`src/rtl/fcf_pkg.sv`:
```
package fcf_pkg;

  // request size encoding seen on req_size
  typedef enum logic [1:0] {
    SZ_BYTE = 2'd0,
    SZ_HALF = 2'd1,
    SZ_WORD = 2'd2,
    SZ_WIDE = 2'd3
  } xfer_size_e;

  localparam int WORD_W   = 32;
  localparam int CNT_W    = 2;

endpackage

```
`src/rtl/fcf_line_buf.sv`:
```
module fcf_line_buf #(
  parameter int TAG_W  = 15,
  parameter int DATA_W = 32
) (
  input  logic              clk,
  input  logic              rst_n,
  input  logic              flush_i,
  input  logic [TAG_W-1:0]  look_tag_i,
  output logic              hit_o,
  output logic              hit_idx_o,
  output logic [DATA_W-1:0] hit_data_o,
  input  logic [TAG_W-1:0]  probe_tag_i,
  output logic              probe_hit_o,
  input  logic              touch_i,
  input  logic              fill_i,
  input  logic [TAG_W-1:0]  fill_tag_i,
  input  logic [DATA_W-1:0] fill_data_i
);

  localparam int NENT = 2;

  logic [NENT-1:0]   vld_q, vld_n;
  logic [TAG_W-1:0]  tag_q [NENT];
  logic [TAG_W-1:0]  tag_n [NENT];
  logic [DATA_W-1:0] dat_q [NENT];
  logic [DATA_W-1:0] dat_n [NENT];
  logic              lru_q, lru_n;
  logic              victim;
  logic [NENT-1:0]   look_match, probe_match;

  for (genvar g = 0; g < NENT; g++) begin : g_cmp
    assign look_match[g]  = vld_q[g] && (tag_q[g] == look_tag_i);
    assign probe_match[g] = vld_q[g] && (tag_q[g] == probe_tag_i);
  end

  assign hit_o       = |look_match;
  assign hit_idx_o   = look_match[1];
  assign hit_data_o  = look_match[1] ? dat_q[1] : dat_q[0];
  assign probe_hit_o = |probe_match;

  // a look-ahead fill must not evict the word being read this cycle
  assign victim = (touch_i && hit_o) ? ~hit_idx_o : lru_q;

  always_comb begin
    vld_n = vld_q;
    tag_n = tag_q;
    dat_n = dat_q;
    lru_n = lru_q;
    if (flush_i) begin
      vld_n = '0;
    end else begin
      if (touch_i && hit_o) lru_n = ~hit_idx_o;
      if (fill_i) begin
        vld_n[victim] = 1'b1;
        tag_n[victim] = fill_tag_i;
        dat_n[victim] = fill_data_i;
        lru_n         = ~victim;
      end
    end
  end

  always_ff @(posedge clk or negedge rst_n) begin
    if (!rst_n) begin
      vld_q <= '0;
      lru_q <= 1'b0;
    end else begin
      vld_q <= vld_n;
      lru_q <= lru_n;
    end
  end

  always_ff @(posedge clk) begin
    if (fill_i) begin
      tag_q <= tag_n;
      dat_q <= dat_n;
    end
  end


  flush_empties_chk: assert property (@(posedge clk) disable iff (!rst_n)
    flush_i |=> !hit_o && !probe_hit_o);


  fill_then_hit_chk: assert property (@(posedge clk) disable iff (!rst_n)
    (fill_i && !flush_i && look_tag_i == fill_tag_i) |=> $stable(look_tag_i) |-> hit_o);

endmodule

```
`src/rtl/fcf_flash_seq.sv`:
```
module fcf_flash_seq
  import fcf_pkg::*;
#(
  parameter int TAG_W = 15
) (
  input  logic             clk,
  input  logic             rst_n,
  input  logic [CNT_W-1:0] ws_i,
  input  logic             flush_i,
  input  logic             start_i,
  input  logic [TAG_W-1:0] start_tag_i,
  input  logic             start_pref_i,
  input  logic             start_fill_i,
  output logic             busy_o,
  output logic             pref_o,
  output logic [TAG_W-1:0] tag_o,
  output logic [CNT_W-1:0] cnt_o,
  output logic             act_o,
  output logic [TAG_W-1:0] act_tag_o,
  output logic             act_done_o,
  output logic             act_fill_o
);

  logic             busy_q, busy_n;
  logic             pref_q, pref_n;
  logic             fill_q, fill_n;
  logic [TAG_W-1:0] tag_q, tag_n;
  logic [CNT_W-1:0] cnt_q, cnt_n;
  logic [CNT_W-1:0] act_cnt;
  logic             act_pref;

  // the access running this cycle: a new one replaces any in flight
  always_comb begin
    act_o      = 1'b0;
    act_tag_o  = tag_q;
    act_cnt    = cnt_q;
    act_pref   = pref_q;
    act_fill_o = fill_q;
    if (start_i) begin
      act_o      = 1'b1;
      act_tag_o  = start_tag_i;
      act_cnt    = '0;
      act_pref   = start_pref_i;
      act_fill_o = start_fill_i;
    end else if (busy_q && !flush_i) begin
      act_o      = 1'b1;
    end
  end

  assign act_done_o = act_o && (act_cnt == ws_i);

  always_comb begin
    busy_n = 1'b0;
    pref_n = pref_q;
    fill_n = fill_q;
    tag_n  = tag_q;
    cnt_n  = '0;
    if (!flush_i && act_o && !act_done_o) begin
      busy_n = 1'b1;
      pref_n = act_pref;
      fill_n = act_fill_o;
      tag_n  = act_tag_o;
      cnt_n  = act_cnt + CNT_W'(1);
    end
  end

  always_ff @(posedge clk or negedge rst_n) begin
    if (!rst_n) begin
      busy_q <= 1'b0;
      cnt_q  <= '0;
    end else begin
      busy_q <= busy_n;
      cnt_q  <= cnt_n;
    end
  end

  always_ff @(posedge clk) begin
    if (busy_n) begin
      pref_q <= pref_n;
      fill_q <= fill_n;
      tag_q  <= tag_n;
    end
  end

  assign busy_o = busy_q;
  assign pref_o = pref_q;
  assign tag_o  = tag_q;
  assign cnt_o  = cnt_q;


  wait_count_range_chk: assert property (@(posedge clk) disable iff (!rst_n)
    busy_q |-> (cnt_q != '0) && (cnt_q <= ws_i));

endmodule

```
`src/rtl/fcf_lane_sel.sv`:
```
module fcf_lane_sel
  import fcf_pkg::*;
(
  input  logic [WORD_W-1:0] word_i,
  input  logic [1:0]        lane_i,
  input  xfer_size_e        size_i,
  output logic [WORD_W-1:0] data_o
);

  logic [WORD_W-1:0] shifted;

  assign shifted = word_i >> {lane_i, 3'b000};

  always_comb begin
    unique case (size_i)
      SZ_BYTE: data_o = {{(WORD_W-8){1'b0}}, shifted[7:0]};
      SZ_HALF: data_o = {{(WORD_W-16){1'b0}}, shifted[15:0]};
      default: data_o = word_i;
    endcase
  end

endmodule

```
`src/rtl/fcf_prefetch_ctrl.sv`:
```
module fcf_prefetch_ctrl
  import fcf_pkg::*;
#(
  parameter int ADDR_W   = 20,
  parameter int FLASH_AW = 15
) (
  input  logic                clk,
  input  logic                rst_n,
  input  logic [1:0]          cfg_ws,
  input  logic                req_valid,
  input  logic [ADDR_W-1:0]   req_addr,
  input  logic [1:0]          req_size,
  input  logic                req_fetch,
  output logic                req_ready,
  output logic [31:0]         req_rdata,
  output logic [FLASH_AW-1:0] fl_addr,
  output logic                fl_strobe,
  input  logic [31:0]         fl_rdata
);

  localparam int TAG_W = FLASH_AW;

  logic [CNT_W-1:0] ws_q;
  logic             flush;
  logic [TAG_W-1:0] req_tag, next_tag;
  logic             half_hi_fetch;
  logic             unused_hi_addr;

  logic             bf_hit, bf_hit_idx, bf_probe_hit, bf_touch, bf_fill;
  logic [WORD_W-1:0] bf_data;

  logic             sq_busy, sq_pref, sq_act, sq_done, sq_fill;
  logic [TAG_W-1:0] sq_tag, sq_act_tag, sq_start_tag;
  logic [CNT_W-1:0] sq_cnt;
  logic             pend_hit, start_dem, start_pref, sq_start;
  logic             served_flash;
  logic [WORD_W-1:0] sel_word;

  assign unused_hi_addr = ^req_addr[ADDR_W-1:FLASH_AW+2];

  assign flush         = (cfg_ws != ws_q);
  assign req_tag       = req_addr[FLASH_AW+1:2];
  assign next_tag      = req_tag + TAG_W'(1);
  assign half_hi_fetch = req_fetch && (xfer_size_e'(req_size) == SZ_HALF) && req_addr[1];

  // word already travelling through the flash sequencer
  assign pend_hit  = sq_busy && (sq_tag == req_tag);

  // fetch misses abandon a look-ahead; data misses queue behind it
  assign start_dem = req_valid && !flush && !bf_hit && !pend_hit &&
                     (!sq_busy || (sq_pref && req_fetch));

  assign start_pref = req_valid && !flush && bf_hit && half_hi_fetch &&
                      !sq_busy && !bf_probe_hit;

  assign sq_start     = start_dem || start_pref;
  assign sq_start_tag = start_dem ? req_tag : next_tag;

  fcf_flash_seq #(.TAG_W(TAG_W)) seq_i (
    .clk          (clk),
    .rst_n        (rst_n),
    .ws_i         (ws_q),
    .flush_i      (flush),
    .start_i      (sq_start),
    .start_tag_i  (sq_start_tag),
    .start_pref_i (!start_dem),
    .start_fill_i (req_fetch),
    .busy_o       (sq_busy),
    .pref_o       (sq_pref),
    .tag_o        (sq_tag),
    .cnt_o        (sq_cnt),
    .act_o        (sq_act),
    .act_tag_o    (sq_act_tag),
    .act_done_o   (sq_done),
    .act_fill_o   (sq_fill)
  );

  assign bf_touch = req_valid && bf_hit && !flush;
  assign bf_fill  = sq_done && sq_fill && !flush;

  fcf_line_buf #(.TAG_W(TAG_W), .DATA_W(WORD_W)) buf_i (
    .clk         (clk),
    .rst_n       (rst_n),
    .flush_i     (flush),
    .look_tag_i  (req_tag),
    .hit_o       (bf_hit),
    .hit_idx_o   (bf_hit_idx),
    .hit_data_o  (bf_data),
    .probe_tag_i (next_tag),
    .probe_hit_o (bf_probe_hit),
    .touch_i     (bf_touch),
    .fill_i      (bf_fill),
    .fill_tag_i  (sq_act_tag),
    .fill_data_i (fl_rdata)
  );

  assign served_flash = sq_done && (sq_act_tag == req_tag);
  assign req_ready    = !flush && (bf_hit || served_flash);
  assign sel_word     = bf_hit ? bf_data : fl_rdata;

  fcf_lane_sel lane_i (
    .word_i (sel_word),
    .lane_i (req_addr[1:0]),
    .size_i (xfer_size_e'(req_size)),
    .data_o (req_rdata)
  );

  assign fl_addr   = sq_act_tag;
  assign fl_strobe = sq_act;

  always_ff @(posedge clk or negedge rst_n) begin
    if (!rst_n) ws_q <= '0;
    else        ws_q <= cfg_ws;
  end


  zero_wait_chk: assert property (@(posedge clk) disable iff (!rst_n)
    (req_valid && ws_q == 2'd0 && cfg_ws == 2'd0) |-> req_ready);


  fetch_only_lookahead_chk: assert property (@(posedge clk) disable iff (!rst_n)
    (sq_busy && sq_pref && sq_cnt == 2'd1) |-> $past(req_valid && req_fetch));


  folded_addr_chk: assert property (@(posedge clk) disable iff (!rst_n)
    (req_valid && req_ready && !bf_hit) |-> (fl_strobe && fl_addr == req_addr[FLASH_AW+1:2]));


  lookahead_same_cycle_chk: assert property (@(posedge clk) disable iff (!rst_n)
    (req_valid && req_ready && bf_hit && half_hi_fetch && !sq_busy && !bf_probe_hit)
      |-> (fl_strobe && fl_addr == req_addr[FLASH_AW+1:2] + TAG_W'(1)));

endmodule

```
`config.mk`:
```
export PLATFORM = sky130hd
export DESIGN_NAME = fcf_prefetch_ctrl
export DESIGN_NICKNAME = d
export VERILOG_FILES = /design/src/rtl/fcf_pkg.sv /design/src/rtl/fcf_line_buf.sv /design/src/rtl/fcf_flash_seq.sv /design/src/rtl/fcf_lane_sel.sv /design/src/rtl/fcf_prefetch_ctrl.sv
export SDC_FILE = /design/constraint.sdc
export NUM_CORES = 1
export LEC_CHECK = 0
export BUFFER_PORTS_ARGS = -buffer_cell sky130_fd_sc_hd__clkbuf_2
export CORE_MARGIN = 4
export CORE_UTILIZATION = 36
export CTS_BUF_LIST = sky130_fd_sc_hd__clkbuf_8
export CTS_CLUSTER_DIAMETER = 200
export CTS_CLUSTER_SIZE = 20
export DETAILED_ROUTE_END_ITERATION = 8
export PLACE_DENSITY = 0.65
export SYNTH_ARGS = -nofsm -noshare
export SYNTH_HDL_FRONTEND = slang
export SYNTH_SLANG_ARGS = --single-unit
```
`constraint.sdc`:
```
create_clock -name clk -period 6.7 [get_ports clk]
set_input_delay 0.67 -clock clk [delete_from_list [all_inputs] [get_ports clk]]
set_output_delay 0.67 -clock clk [all_outputs]
set_load 0.02 [all_outputs]
```
==> results.sh <==
export IMPL_grt_setup_unrepaired="no"
export IMPL_p_leak_nw=2.87
export IMPL_ys_flop_type="edfxtp_1"
export IMPL_vdd_drop_max_mv=0.181
export IMPL_design_area_mm2=0.00831
export IMPL_clock_latency_ps=460
export IMPL_maxUsedRoutingLayer="met4"
export IMPL_ys_types=69
export IMPL_wl_met1_um=9010
export IMPL_fin_crit_sh=0.810
export IMPL_ys_seq_area_frac=0.489
export IMPL_syn_nets=751
export IMPL_synth_cells=690
export IMPL_syn_avg_cell_area_um2=10.5
export IMPL_start_util=0.369
export IMPL_slew_violations=0
export IMPL_utilization=0.424
export IMPL_grt_overflow=0
export IMPL_fin_total_pwr_w=0.00178
export IMPL_synthArstFlopShare=0.0672
export IMPL_layout_drive_gt1_share=0.217
export IMPL_yosysWarnings=0
export IMPL_cts_buffer_depth=2
export IMPL_yosysTopAreaCell="edfxtp_1"
export IMPL_holdCritPathClass="in -> async"
export IMPL_htreeDepth=4
export IMPL_hold_buffers=0
export IMPL_wl_per_cell_um=19.4
export IMPL_clkSinkCount=119
export IMPL_cts_tree="done"
export IMPL_grt_pass1_vias=5538
export IMPL_netlist_top_cells_area="edfxtp_1 (46%), mux2i_1 (6.1%), xnor2_1 (5.7%)"
export IMPL_detailed_place_hpwl_um=14300
export IMPL_cap_violations=0
export IMPL_slew_headroom=0.508
export IMPL_cts_resized=0
export IMPL_worstSetupPathType="in -> out"
export IMPL_worstPathArrival_ps=4750
export IMPL_grt_first_pass_wirelength_um=31100
export IMPL_core_area_mm2=0.0196
export IMPL_portBuffers=105
export IMPL_antenna_found_initial=0
export IMPL_ys_ff_latch=119
export IMPL_netlist_area_leader_share=0.461
export IMPL_die_w_um=150
export IMPL_cts_setup_buffers=0
export IMPL_met3_length_um=1480
export IMPL_clockRootBuffer="clkbuf_8"
export IMPL_outcome="complete, no violations"
export IMPL_dieArea_mm2=0.0224
export IMPL_clk_pin_slew_worst_paths_ps=80
export IMPL_drt_pass1_iterations=7
export IMPL_grt_max_degree=57
export IMPL_n_antenna_cell=0
export IMPL_dr_total_vias=5832
export IMPL_rows=51
export IMPL_fin_tns_setup_ps=0
export IMPL_first_iter_violations=518
export IMPL_viasPerCell=5.56
export IMPL_placed_area_mm2=0.00790
export IMPL_skew_ps=18.9
export IMPL_powerDensity_mw_per_mm2=214
export IMPL_cts_buffers=17
export IMPL_chipHeight_um=150
export IMPL_gp_congestion=0.950
export IMPL_worst_slew_pin_slew_ps=738
export IMPL_ios=109
export IMPL_setup_viol=0
export IMPL_ant_nets=0
export IMPL_cp_max_fo=19
export IMPL_worstPathRequired_ps=6030
export IMPL_synth_area_mm2=0.00722
export IMPL_final_nets=832
export IMPL_synth_edf_count=111
export IMPL_period_needed_ps=5420
export IMPL_hold_viol_final=0
export IMPL_routed_wl_um=20400
export IMPL_cp_start_kind="input port"
export IMPL_area_growth_syn_to_layout_pct=15.0
export IMPL_end_kind="output pin"
export IMPL_route_detailed_drc=0
export IMPL_dr_wl_met2_um=9510
export IMPL_fmax_ghz=0.184
export IMPL_grtUsageTotal=0.182
-- metal layers --
layer,up-vias,track usage
met4,0,0.0631
met3,33,0.0451
met1,2833,0.244
met5,-,0
li1,2745,-
met2,221,0.287
-- cell usage in the layout (no fill, tap or decap), types with 4 or more instances in the layout --
| master | netlist | layout |
|---|---|---|
| nor2_1 | 47 | 45 |
| nand3_1 | 15 | 15 |
| mux2i_1 | 44 | 44 |
| inv_1 | 8 | 8 |
| a2111oi_0 | 4 | 4 |
| nand2b_1 | 4 | 4 |
| edfxtp_1 | 111 | 111 |
| clkbuf_8 | 0 | 17 |
| a31o_2 | 5 | 5 |
| xnor2_1 | 47 | 47 |
| nand3b_1 | 5 | 5 |
| buf_4 | 7 | 6 |
| o21ai_1 | 9 | 9 |
| and2_1 | 5 | 5 |
| o21ai_0 | 54 | 54 |
| xor2_1 | 21 | 21 |
| or4_1 | 8 | 8 |
| nor2b_1 | 9 | 9 |
| inv_6 | 0 | 7 |
| dfrtp_1 | 8 | 8 |
| nand2_1 | 68 | 68 |
| nor3_1 | 8 | 8 |
| nor4_1 | 5 | 5 |
| a22oi_1 | 4 | 4 |
| clkbuf_2 | 1 | 105 |
| a21oi_1 | 40 | 39 |
| mux2_2 | 4 | 4 |
| o22ai_1 | 16 | 16 |
| nand4_1 | 24 | 24 |
| o211ai_1 | 14 | 14 |
-- report_power, final --
group	internal, W	switching (W)	total, W
registers	0.000827	0.00000713	0.000834
clock network	0.000346	0.000347	0.000693
logic	0.0000833	0.000172	0.000255
-- sequential cells by signal, summed over array words and instances, names as in the netlist, 2 cells and up --
name and flops:
buf_i.dat_q 64, buf_i.tag_q 30, buf_i.vld_q 2, seq_i.cnt_o 2, seq_i.tag_o 15, ws_q 2
-- layout make-up --
type | count | area, um2
clock buffer | 17 | 234
timing repair buffer | 111 | 571
multi-input combinational | 513 | 3430
fill | 1901 | 11300
sequential | 119 | 3530
clock inverter | 15 | 179
tap | 265 | 332
inverter | 9 | 33.8
-- through the flow --
| step | worst slack (ps) | hold WS [ps] | cells |
|---|---|---|---|
| finish | 1280 | 58.7 | 1049 |
| global route | 921 | 49.4 | 1049 |
| CTS | 1340 | 39.9 | 1049 |
| detailed placement | 1350 | 534 | 1017 |
| global placement | 1300 | 526 | 1017 |
| floorplan | 1510 | 374 | 690 |
-- final timing paths --
kind	cells after the start	end	from	slack, ps
worst min-delay path	1	ws_q[1]$_DFF_PN0_	rst_n	60
max in group asynchronous	1	buf_i.lru_q$_DFFE_PN0N_	rst_n	6460
min in group clk	1	ws_q[1]$_DFF_PN0_	cfg_ws[1]	360
worst max-delay path	12	req_ready	req_addr[3]	1280
worst min register to register	1	seq_i.fill_q$_DFFE_PP_	seq_i.fill_q$_DFFE_PP_	590
worst max register to register	12	buf_i.dat_q[38]$_DFFE_PP_	buf_i.tag_q[11]$_DFFE_PP_	2060
-- critical path: stages --
cell      delay [ps]
clkbuf_2         270
ha_1             490
and4_1           520
nand4_1          430
o22ai_1          360
nor2_1            80
nand3_1           90
o2111a_1         700
mux2i_1          350
mux2_1           370
nor3_1           200
clkbuf_2         220
-- cell families (layout without fill, tap and decap cells) --
family	Yosys count	in the layout	share of synthesized area
xor+xnor	69	69	0.0847
compound gates	172	172	0.148
fa+ha+maj	1	1	0.00173
buf+inv	58	152	0.0404
mux	49	49	0.0688
simple gates	222	222	0.167
flops	119	119	0.489
-- cells in the mapped netlist, types with 5 or more instances --
cell type  instances
a21oi_1           40
a31o_2             5
and2_1             5
buf_2             13
buf_4              7
clkbuf_1          21
dfrtp_1            8
edfxtp_1         111
inv_1              8
mux2i_1           44
nand2_1           68
nand3_1           15
nand3b_1           5
nand4_1           24
nor2_1            47
nor2b_1            9
nor3_1             8
nor4_1             5
o211ai_1          14
o21ai_0           54
o21ai_1            9
o22ai_1           16
or4_1              8
xnor2_1           47
xor2_1            21
Power figures use the tool's default switching activity.
